### src/rtl/hclk_pkg.sv
package hclk_pkg;

  typedef enum logic [1:0] {
    SQ_IDLE  = 2'd0,
    SQ_DELAY = 2'd1,
    SQ_RUN   = 2'd2
  } seq_state_t;

  typedef logic [1:0] phase_t;

  typedef struct packed {
    phase_t clamp;
    phase_t sample;
  } cds_cfg_t;

  localparam phase_t PH_FIRST = 2'd0;
  localparam phase_t PH_LAST  = 2'd3;

endpackage

### src/rtl/hclk_sequencer.sv
module hclk_sequencer
  import hclk_pkg::*;
#(
  parameter int HDELAY    = 304,
  parameter int PIX_TOTAL = 791,
  localparam int PW = $clog2(PIX_TOTAL + 1),
  localparam int DW = $clog2(HDELAY + 1)
) (
  input  logic          clk,
  input  logic          rst_n,
  input  logic          line_start,
  input  cds_cfg_t      cfg_in,
  output logic          run,
  output phase_t        phase,
  output logic [PW-1:0] pix,
  output cds_cfg_t      cfg,
  output logic          end_pulse
);

  localparam logic [PW-1:0] PIX_LAST  = PW'(PIX_TOTAL);
  localparam logic [DW-1:0] DLY_LAST  = DW'(HDELAY - 1);

  seq_state_t    state_q, state_d;
  logic [DW-1:0] dcnt_q, dcnt_d;
  phase_t        ph_q, ph_d;
  logic [PW-1:0] pix_q, pix_d;
  cds_cfg_t      cfg_q, cfg_d;
  logic          end_q, end_d;
  logic          last_clk, accept, cfg_en;

  assign last_clk = (state_q == SQ_RUN) && (ph_q == PH_LAST) && (pix_q == PIX_LAST);
  assign accept   = line_start && ((state_q == SQ_IDLE) || last_clk);
  assign cfg_en   = accept;

  always_comb begin
    state_d = state_q;
    dcnt_d  = dcnt_q;
    ph_d    = ph_q;
    pix_d   = pix_q;
    end_d   = last_clk;
    cfg_d   = cfg_en ? cfg_in : cfg_q;
    unique case (state_q)
      SQ_IDLE: begin
        if (accept) begin
          state_d = SQ_DELAY;
          dcnt_d  = '0;
        end
      end
      SQ_DELAY: begin
        if (dcnt_q == DLY_LAST) begin
          state_d = SQ_RUN;
          ph_d    = PH_FIRST;
          pix_d   = PW'(1);
        end else begin
          dcnt_d = dcnt_q + 1'b1;
        end
      end
      SQ_RUN: begin
        ph_d = ph_q + 1'b1;
        if (ph_q == PH_LAST) begin
          if (pix_q == PIX_LAST) begin
            pix_d   = '0;
            dcnt_d  = '0;
            state_d = accept ? SQ_DELAY : SQ_IDLE;
          end else begin
            pix_d = pix_q + 1'b1;
          end
        end
      end
      default: state_d = SQ_IDLE;
    endcase
  end

  always_ff @(posedge clk or negedge rst_n) begin
    if (!rst_n) begin
      state_q <= SQ_IDLE;
      dcnt_q  <= '0;
      ph_q    <= PH_FIRST;
      pix_q   <= '0;
      cfg_q   <= '0;
      end_q   <= 1'b0;
    end else begin
      state_q <= state_d;
      dcnt_q  <= dcnt_d;
      ph_q    <= ph_d;
      pix_q   <= pix_d;
      cfg_q   <= cfg_d;
      end_q   <= end_d;
    end
  end

  assign run       = (state_q == SQ_RUN);
  assign phase     = ph_q;
  assign pix       = pix_q;
  assign cfg       = cfg_q;
  assign end_pulse = end_q;

endmodule

### src/rtl/hclk_region_dec.sv
module hclk_region_dec #(
  parameter int N_LEAD  = 8,
  parameter int N_ACT   = 768,
  parameter int N_DARK  = 12,
  parameter int N_TRAIL = 3,
  localparam int TOTAL  = N_LEAD + N_ACT + N_DARK + N_TRAIL,
  localparam int PW     = $clog2(TOTAL + 1)
) (
  input  logic [PW-1:0] pix,
  output logic          in_empty,
  output logic          in_active,
  output logic          in_dark
);

  localparam int ACT_FIRST   = N_LEAD + 1;
  localparam int DARK_FIRST  = ACT_FIRST + N_ACT;
  localparam int TRAIL_FIRST = DARK_FIRST + N_DARK;

  logic lead_zone, trail_zone;

  always_comb begin
    lead_zone  = (pix >= PW'(1)) && (pix < PW'(ACT_FIRST));
    trail_zone = (pix >= PW'(TRAIL_FIRST)) && (pix <= PW'(TOTAL));
    in_empty   = lead_zone || trail_zone;
    in_active  = (pix >= PW'(ACT_FIRST)) && (pix < PW'(DARK_FIRST));
    in_dark    = (pix >= PW'(DARK_FIRST)) && (pix < PW'(TRAIL_FIRST));
  end

endmodule

### src/rtl/hclk_out_stage.sv
module hclk_out_stage
  import hclk_pkg::*;
#(
  parameter int PW = 10
) (
  input  logic          clk,
  input  logic          rst_n,
  input  logic          run,
  input  phase_t        phase,
  input  logic [PW-1:0] pix,
  input  logic [2:0]    region,
  input  cds_cfg_t      cfg,
  input  logic          end_pulse,
  output logic          h1,
  output logic          h2,
  output logic          rst_gate,
  output logic          cds_clamp,
  output logic          cds_sample,
  output logic [PW-1:0] pix_count,
  output logic [2:0]    region_q,
  output logic          line_done
);

  logic          h2_d, rg_d, cl_d, sm_d, dn_d;
  logic [PW-1:0] pc_d;
  logic [2:0]    rq_d;

  always_comb begin
    h2_d = run && !phase[1];
    rg_d = run && (phase == PH_FIRST);
    cl_d = run && (phase == cfg.clamp);
    sm_d = run && (phase == cfg.sample);
    pc_d = run ? pix : '0;
    rq_d = run ? region : 3'b000;
    dn_d = end_pulse;
  end

  always_ff @(posedge clk or negedge rst_n) begin
    if (!rst_n) begin
      h1         <= 1'b1;
      h2         <= 1'b0;
      rst_gate   <= 1'b0;
      cds_clamp  <= 1'b0;
      cds_sample <= 1'b0;
      pix_count  <= '0;
      region_q   <= 3'b000;
      line_done  <= 1'b0;
    end else begin
      h1         <= !h2_d;
      h2         <= h2_d;
      rst_gate   <= rg_d;
      cds_clamp  <= cl_d;
      cds_sample <= sm_d;
      pix_count  <= pc_d;
      region_q   <= rq_d;
      line_done  <= dn_d;
    end
  end

endmodule

### src/rtl/ccd_hclk_gen.sv
module ccd_hclk_gen
  import hclk_pkg::*;
#(
  parameter int HDELAY  = 304,
  parameter int N_LEAD  = 8,
  parameter int N_ACT   = 768,
  parameter int N_DARK  = 12,
  parameter int N_TRAIL = 3,
  localparam int PIX_TOTAL = N_LEAD + N_ACT + N_DARK + N_TRAIL,
  localparam int PIX_W     = $clog2(PIX_TOTAL + 1)
) (
  input  logic             clk,
  input  logic             rst_n,
  input  logic             line_start,
  input  logic [1:0]       clamp_ph,
  input  logic [1:0]       sample_ph,
  output logic             h1,
  output logic             h2,
  output logic             rst_gate,
  output logic             cds_clamp,
  output logic             cds_sample,
  output logic [PIX_W-1:0] pix_count,
  output logic             is_empty,
  output logic             is_active,
  output logic             is_dark,
  output logic             line_done
);

  cds_cfg_t         cfg_in, cfg_run;
  logic             run, end_pulse;
  phase_t           phase;
  logic [PIX_W-1:0] pix;
  logic             z_empty, z_active, z_dark;
  logic [2:0]       region_q;

  assign cfg_in.clamp  = clamp_ph;
  assign cfg_in.sample = sample_ph;

  hclk_sequencer #(
    .HDELAY    (HDELAY),
    .PIX_TOTAL (PIX_TOTAL)
  ) u_seq (
    .clk        (clk),
    .rst_n      (rst_n),
    .line_start (line_start),
    .cfg_in     (cfg_in),
    .run        (run),
    .phase      (phase),
    .pix        (pix),
    .cfg        (cfg_run),
    .end_pulse  (end_pulse)
  );

  hclk_region_dec #(
    .N_LEAD  (N_LEAD),
    .N_ACT   (N_ACT),
    .N_DARK  (N_DARK),
    .N_TRAIL (N_TRAIL)
  ) u_reg (
    .pix       (pix),
    .in_empty  (z_empty),
    .in_active (z_active),
    .in_dark   (z_dark)
  );

  hclk_out_stage #(
    .PW (PIX_W)
  ) u_out (
    .clk        (clk),
    .rst_n      (rst_n),
    .run        (run),
    .phase      (phase),
    .pix        (pix),
    .region     ({z_empty, z_active, z_dark}),
    .cfg        (cfg_run),
    .end_pulse  (end_pulse),
    .h1         (h1),
    .h2         (h2),
    .rst_gate   (rst_gate),
    .cds_clamp  (cds_clamp),
    .cds_sample (cds_sample),
    .pix_count  (pix_count),
    .region_q   (region_q),
    .line_done  (line_done)
  );

  assign is_empty  = region_q[2];
  assign is_active = region_q[1];
  assign is_dark   = region_q[0];

endmodule

### config.mk
export PLATFORM = sky130hd
export DESIGN_NAME = ccd_hclk_gen
export DESIGN_NICKNAME = d
export VERILOG_FILES = /design/src/rtl/hclk_pkg.sv /design/src/rtl/hclk_sequencer.sv /design/src/rtl/hclk_region_dec.sv /design/src/rtl/hclk_out_stage.sv /design/src/rtl/ccd_hclk_gen.sv
export SDC_FILE = /design/constraint.sdc
export NUM_CORES = 1
export LEC_CHECK = 0
export ABC_AREA = 1
export ABC_CLOCK_PERIOD_IN_PS = 2200
export BUFFER_PORTS_ARGS = -buffer_cell sky130_fd_sc_hd__buf_2
export CAP_MARGIN = 20
export CORE_MARGIN = 5
export CORE_UTILIZATION = 58
export DETAILED_ROUTE_END_ITERATION = 8
export PLACE_DENSITY_LB_ADDON = 0.12
export SETUP_SLACK_MARGIN = 0.5
export SLEW_MARGIN = 20
export SYNTH_ARGS = -nofsm -noshare
export SYNTH_HDL_FRONTEND = slang
export SYNTH_SLANG_ARGS = --single-unit
export TNS_END_PERCENT = 5
### constraint.sdc
create_clock -name clk -period 2.2 [get_ports clk]
set_input_delay 0.44 -clock clk [delete_from_list [all_inputs] [get_ports clk]]
set_output_delay 0.44 -clock clk [all_outputs]
set_load 0.05 [all_outputs]
# After elaboration in Yosys (flattened, before gate mapping)
# Cells that the tools add are included.
# W data, S select, Z words.
# classes
n_reduce_logical,23
n_div,0
mux,19
mul,0
eq_ne,12
order_cmp,8
bitwise,0
addsub,3
shift,0
# op_table
cell,count
$mux W10,4
$mux W9,4
$pmux W9 S3,1
$ge A10 B10 Y1 const B,2
$lt A10 B10 Y1 const B,2
$pmux W10 S2,1
$logic_and A1 B1 Y1,11
$add A10 B1 Y10 const B,1
$eq A10 B10 Y1 const B,1
$ge A10 B1 Y1 const B,1
$ge A10 B4 Y1 const B,1
$le A10 B10 Y1 const B,1
$lt A10 B4 Y1 const B,1
$mux W2,5
$add A9 B1 Y9 const B,1
$eq A9 B9 Y1 const B,1
$ne A2 B2 Y1 const B,3
$pmux W2 S3,1
$reduce_and A5 Y1,1
$eq A2 B2 Y1,2
$eq A2 B2 Y1 const B,2
$logic_not A2 Y1,2
$ne A2 B1 Y1 const B,2
$pmux W2 S2,1
other kinds (11),13
# word_totals
latchBits,0
register_bits,47
mem_count,0
rom_bits,0
ram_bits,0

# Longest topological paths before layout
# Gate-level depths: netlist of run 1.
# logic_depth
depth_word,9
ltp_mapped,11
mapped_depth_nobuf,10

# Hierarchy
# Synthesis of run 1 repeated with hierarchy kept, for this count alone.
# unflattened
hier_cells,315
hier_area_um2,2476.1
# by_module_without_submodules
module,n_inst,cells_per_inst,area_per_inst_um2
hclk_sequencer,1,217,1637.8
hclk_out_stage,1,66,694.4
hclk_region_dec,1,32,143.9

# Worst setup path after synthesis of run 1
# OpenSTA, ideal clock, no wires.
# synth_path
kind,reg2reg
start,"reg u_seq.pix_q[0], in the netlist u_seq.pix[0]"
end,reg u_seq.dcnt_q[1]
path_stages_with_launch,9
required_ps,2083
n_path_buf,0
arrival_time_ps,1395
setup_slack_ps,687
path_cell_list,dfrtp_1 > ha_1 > inv_1 > nor2_2 > nand3_2 > nand2_4 > nand4_1 > nand2_1 > nand2_1
# synth_via
elab_chain_cells,6
# synth_rtl
item,line_no,rtl
"start, declared",hclk_sequencer.sv:26,"logic [PW-1:0] pix_q, pix_d;"
"start signal, assigned",hclk_sequencer.sv:86,pix_q <= pix_d;
$eq A10 B10 Y1 *,"hclk_sequencer.sv:31, hclk_sequencer.sv:61",
$logic_and A1 B1 Y1,hclk_sequencer.sv:31,assign last_clk = (state_q == SQ_RUN) && (ph_q == PH_LAST) && (pix_q == PIX_LAST);
$logic_or A1 B1 Y1,hclk_sequencer.sv:32,assign accept = line_start && ((state_q == SQ_IDLE) || last_clk);
$logic_and A1 B1 Y1,hclk_sequencer.sv:32,
$ne A2 B1 Y1 (no line),-,
$reduce_and A5 Y1 (no line) *,-,
"end signal, assigned",hclk_sequencer.sv:84,dcnt_q <= dcnt_d;
"end, declared",hclk_sequencer.sv:24,"logic [DW-1:0] dcnt_q, dcnt_d;"
# Mark *: on every way between the ends. The rest lies on a longest branch, timed or not.
# A chain may end at the register's enable or synchronous reset.

# Final worst setup path of run 1
# layout_path
start,"reg u_seq.pix_q[1], in the netlist u_seq.pix[1]"
end,reg u_seq.dcnt_q[3]
# The elaborated chain is that of the path after synthesis.

==> results.yml, run 1 <==
outcome:
  status: "finished clean"
yosys:
  ys_seq_area_share_pct: 46.2
  ys_ff_latch: 47
  syn_area_um2: 2550
  synth_top_area_cell: "dfrtp_1"
  synth.top_cells.by_area: "dfrtp_1, nand2_1, inv_1"
  synthCells: 308
  synth_area_per_cell_um2: 8.27
  syn_nets: 321
  synth_top_area_share_pct: 45.2
  ys.warnings.count: 0
  synth_cell_types: 34
clock_network:
  cts-root-buf: "clkbuf_8"
  clk_pin_slew_ns: 0.09
  cts_hold_repair.buffers: 0
  cts_tree: "yes"
  cts.sinks: 47
  cts_buffers: 5
  ctsLongestPathBuffers: 2
  htree_levels: 2
  clkLatencyLatePin_ns: 0.30
timing:
  rsz0062_at_grt: "yes"
  tightest_slew_ns: 0.578
  skew_ns: 0.00513
  layout_setup_ws_ns: 0.580
  hold_viol: 0
  period_share_pct: 73.6
  setup_tns_ns: 0
  setup_viol: 0
  fin_crit_ns: 1.62
  clock.fmax_mhz: 617
  drv_slew: 0
  slew_headroom_pct: 61.5
grt:
  antenna_found_initial: 0
  grt_pass1_vias: 1947
  grt_start_max_net_pins: 25
  grt_overflow_total: 0
  grt_usage_pct: 18.4
  grt_pass1_wl_um: 8870
detailed_routing:
  drc: 0
  vias: 2053
  ant_nets: 0
  wirelength_um: 5080
  vias_per_cell: 5.24
  drt_first_pass_iters: 4
  routedWlPerCell_um: 13.0
  drtIter0Drc: 200
critical_path:
  endpoint_kind: "register"
  cp.arrival_ns: 1.82
  critical_path.max_fanout: 5
  rr_startpoint: "u_seq.pix[1]"
  r2r_cells: 8
  worstPathRequired_ns: 2.40
  critical-path-top-delay-family: "simple AND/OR/NAND/NOR gates"
  worstSetupPathType: "register to register"
  max_stage_delay_ns: 0.45
  cp_cell_sequence: "ha_4, inv_1, nor2_2, nand3_4, nand2_4, nand4_1, nand2_1, nand2_1"
  crit_slowest_cell: "dfrtp_1"
  crit_buf_inv: 1
  rrSetupSlack_ns: 0.58
  cp_common_cell: "nand2_1"
  rr_endpoint: "u_seq.dcnt_q[3]"
  cp-start-kind: "register"
cells_and_area:
  final_nets: 352
  insertedDiodeCount: 0
  drive_above_1_share_pct: 21.5
  area_growth_pct: 11.8
  final_area_um2: 2850
  fin_cells: 392
placed_design:
  post-place-ws_ns: 0.380
  dp_hpwl_um: 3680
  placed_area_um2: 2720
  gp_congestion: 0.858
  portBuffers: 25
  dp_cells: 382
die:
  fp-row-count: 24
  start_util_pct: 59.3
  dieArea_um2: 5820
  ioPinCount: 26
  die_h_um: 76.3
  core_um2: 4290
  fp.dieW_um: 76.3
power:
  power_leakage_nw: 1.55
  ir_worst_vdd_v: 0.000444
  power_density_nw_per_um2: 658
  power_mw: 1.87
job:
  cap_violations: 0
worst_hold_path:
  hp-class: "input pin to asynchronous set/reset pin"
## state kept, by name (all words and copies together) (netlist names), 2 cells and up
signal / flops
u_seq.cfg: 4
u_seq.pix: 10
u_seq.phase: 2
u_seq.dcnt_q: 9
u_out.pix_count: 10
u_out.region_q: 3
u_seq.state_q: 2
## cell usage after synthesis
library cell / count
nand4_4: 1
nor2_4: 1
o221ai_1: 2
nor2_8: 2
nand4_1: 7
o211ai_1: 2
nor2_1: 35
or2_1: 1
nor3_2: 3
nand3_1: 25
dfrtp_1: 46
dfstp_2: 1
a21oi_2: 2
nand2_1: 79
o21ai_0: 9
o21ai_4: 1
o31a_1: 1
buf_1: 1
ha_1: 6
buf_4: 1
nor2_2: 6
clkinv_8: 1
nor3_1: 1
a21oi_1: 11
buf_8: 1
buf_6: 1
nand3_2: 3
nor3b_1: 1
o21ai_1: 5
inv_1: 37
xnor2_1: 1
nand2_2: 4
inv_2: 4
nand2_4: 6
## metrics by stage
stage | util [%] | hold slack (ns)
after floorplan | - | 0.144
after global placement | 63.3 | 0.342
after detailed placement | 63.3 | 0.344
after CTS | 65.8 | 0.139
after global routing | 66.3 | 0.173
final | 66.3 | 0.121
## worst max-delay path by stage
stage | startpoint | endpoint | cells after the start
finish | u_seq.pix[1] | u_seq.dcnt_q[3] | 8
global route | u_seq.pix[1] | u_seq.dcnt_q[3] | 8
CTS | u_seq.pix[0] | u_seq.dcnt_q[3] | 8
detailed placement | u_seq.pix[0] | u_seq.dcnt_q[3] | 8
global placement | u_seq.pix[0] | u_seq.dcnt_q[5] | 8
floorplan | u_seq.pix[0] | u_seq.dcnt_q[1] | 8
## placed cells by master, fill, tap and decap left out, types with 2 or more instances in the layout
cell        synthesis  routed
buf_2               0      25
inv_2               4       4
o211ai_1            2       2
clkinvlp_4          0       2
o21ai_0             9       8
ha_1                6       5
nand3_1            25      25
nor2_1             35      35
nand4_1             7       7
o221ai_1            2       2
nand2_2             4       4
nor2_8              2       2
nor3_2              3       3
nand2_1            79      79
nor2_2              6       6
nand3_2             3       2
a21oi_1            11      11
nand2_4             6       6
buf_4               1       2
inv_1              37      37
clkbuf_8            0       5
a21oi_2             2       2
o21ai_1             5       6
dfrtp_1            46      45
## cell families (layout without fill, tap and decap cells)
group / Yosys count / count (layout) / share of synthesized area (%)
AO/OA/AOI/OAI: 33 / 33 / 7.86
XOR/XNOR: 1 / 1 / 0.344
adder cells (fa/ha/maj): 6 / 6 / 2.95
buffers and inverters: 46 / 78 / 8.15
flip-flops: 47 / 47 / 46.2
AND/OR/NAND/NOR: 175 / 175 / 34.5
## per-layer routing
metal,vias up,track usage (%),wire (um)
li1,1047,-,-
met1,936,25.5,2350
met2,58,29.1,2360
met3,12,3.31,281
met4,0,5.94,91
met5,-,0,0
## where the power goes
group / internal (mW) / switching, mW / leakage, nW
Combinational: 0.114 / 0.176 / 0.878
Sequential: 0.947 / 0.0973 / 0.632
Clock: 0.228 / 0.313 / 0.0408
## timing repair
item	4_1_cts	5_1_grt
setup buffers	0	2
resized for setup	3	2
setup endpoints to repair	13	14
cloned	0	0
## final cells by class
cell class	instances	area, um^2
Clock buffer	5	68.8
Clock inverter	3	23.8
Fill cell	378	1450
Inverter	42	170
Multi-Input combinational cell	215	1180
Sequential cell	47	1180
Tap cell	52	65.1
Timing Repair Buffer	28	160
(Power assumes the default switching activity.)
==> run 2: changes to the inputs <==
Settings changed: ABC_CLOCK_PERIOD_IN_PS 2200 to 1600.
Clock period 2.2 ns to 1.6 ns, I/O delays scaled along.
==> results.yml, run 2 (same netlist as run 1, synthesis figures left out) <==
placed_design:
  portBuffers: 25
  gp_congestion: 0.886
  dp_hpwl_um: 3670
  placed_area_um2: 2830
detailed_routing:
  drc: 0
  top_layer_used: "met4"
  routedWlPerCell_um: 13.5
  ant_nets: 0
  drt_first_pass_iters: 5
  vias: 2214
  wl_met2_um: 2640
  wl_met3_um: 370
  drtIter0Drc: 209
  wirelength_um: 5660
  wl_met1_um: 2570
  vias_per_cell: 5.30
cells_and_area:
  area_growth_pct: 24.7
  fillers: 315
  drive_above_1_share_pct: 31.1
  final_area_um2: 3180
  final_nets: 378
  largestRegisters: "u_out.pix_count (10), u_seq.pix (10), u_seq.dcnt_q (9)"
  multi_input_area_um2: 1260
  insertedDiodeCount: 0
  final_common_cell: "nand2_1"
  regArea_um2: 1180
  mostFrequentLayoutCells: "nand2_1, dfrtp_1, nor2_1"
  fin_util_pct: 74.0
timing:
  hold_viol: 0
  period_share_pct: 91.4
  skew_ns: 0.00323
  tightest_slew_ns: 0.289
  drv_slew: 0
  holdWs_ns: 0.255
  clock.fmax_mhz: 684
  rsz0062_at_grt: "yes"
  slew_headroom_pct: 80.6
  fin_crit_ns: 1.46
  setup_tns_ns: 0
  setup_viol: 0
critical_path:
  rr_startpoint: "u_seq.dcnt_q[5]"
  crit_buf_inv: 1
  max_stage_delay_ns: 0.40
  crit_slowest_cell: "dfrtp_1"
  endpoint_kind: "register"
  cp.arrival_ns: 1.66
  cp-start-kind: "register"
  rrSetupSlack_ns: 0.14
  critical_path.max_fanout: 5
  worstSetupPathType: "register to register"
  cp_cell_sequence: "inv_2, nor3_4, nand4_4, nand2_8, nand2_2, nand2_1, nor2_2"
  critical-path-top-delay-family: "simple AND/OR/NAND/NOR gates"
  cp-startpoint: "u_seq.dcnt_q[5]"
  worstPathRequired_ns: 1.80
clock_network:
  clkLatencyLatePin_ns: 0.30
  cts.sinks: 47
  clk_pin_slew_ns: 0.09
  cts_tree: "yes"
  ctsLongestPathBuffers: 2
  cts-root-buf: "clkbuf_8"
  htree_levels: 2
  cts_buffers: 5
die:
  ioPinCount: 26
  fp.dieW_um: 76.3
  dieArea_um2: 5820
  start_util_pct: 59.3
  die_h_um: 76.3
  fp-row-count: 24
  core_um2: 4290
grt:
  grt_pass1_vias: 2049
  grt_overflow_total: 0
  grt_pass1_wl_um: 9620
  antenna_found_initial: 0
  grt_usage_pct: 19.8
  grt_start_max_net_pins: 48
power:
  p_int_mw: 2.18
  seqPwrFrac_pct: 47.2
  power_leakage_nw: 1.71
  p_sw_share_pct: 27.7
  power_density_nw_per_um2: 952
  power_mw: 3.02
  p_switching_mw: 0.839
  ir_worst_vdd_v: 0.000758
  clkPwrFrac_pct: 34.1
  pwr-share-comb_pct: 18.7
job:
  cap_violations: 0
worst_hold_path:
  worst_hold_startpoint: "sample_ph[1]"
  hp-class: "input pin to register"
outcome:
  status: "finished clean"
run 2: path summary, 6_finish.rpt:
check / cells after the start / to
setup / recovery: 7 / u_seq.pix[2]
hold / removal: 3 / u_seq.cfg[1]
setup reg to reg: 7 / u_seq.pix[2]
hold reg to reg: 0 / u_out.line_done
max in group asynchronous: 3 / u_out.h1
min in group asynchronous: 3 / u_seq.pix[7]
run 2: metal layers:
metal | track usage [%] | vias up
li1 | - | 1099
met1 | 28.5 | 1035
met2 | 30.3 | 70
met3 | 4.26 | 10
met4 | 5.59 | 0
met5 | 0 | -
run 2: cell type report:
cell class	count	share of cell area, %
Clock inverter	2	1.89
Multi-Input combinational cell	216	39.7
Sequential cell	47	37.2
Timing Repair Buffer	53	11.3
Inverter	42	5.59
Clock buffer	6	2.29
Tap cell	52	2.05
run 2: worst reg2reg max path, cell delays in order, from the launching register on:
cell and delay (ns):
dfrtp_1 0.40, inv_2 0.07, nor3_4 0.26, nand4_4 0.23, nand2_8 0.17, nand2_2 0.09, nand2_1 0.11, nor2_2 0.04
run 2: metrics by stage:
stage / worst slack, ns / std cells
6_report: 0.138 / 418
5_1_grt: 0.0153 / 418
4_1_cts: 0.166 / 416
3_5_place_dp: 0.0330 / 395
3_3_place_gp: 0.103 / 395
2_1_floorplan: 0.194 / 308
run 2: power by group through the flow:
| stage | clock network (mW) | logic [mW] | registers, mW |
|---|---|---|---|
| 2_1_floorplan | 0 | 0.325 | 1.42 |
| 3_3_place_gp | 0 | 0.494 | 1.43 |
| 3_5_place_dp | 0 | 0.512 | 1.43 |
| 4_1_cts | 1.04 | 0.547 | 1.42 |
| 5_1_grt | 1.09 | 0.631 | 1.44 |
| 6_report | 1.03 | 0.566 | 1.43 |
run 2: what timing repair did:
item | in CTS | in global routing
hold buffers | 1 | 0
pin swaps | 10 | 8
buffers inserted | 11 | 2
resized for setup | 16 | 14
endpoints found under the hold margin | 42 | 0
setup endpoints to repair | 53 | 59
gates cloned | 1 | 0
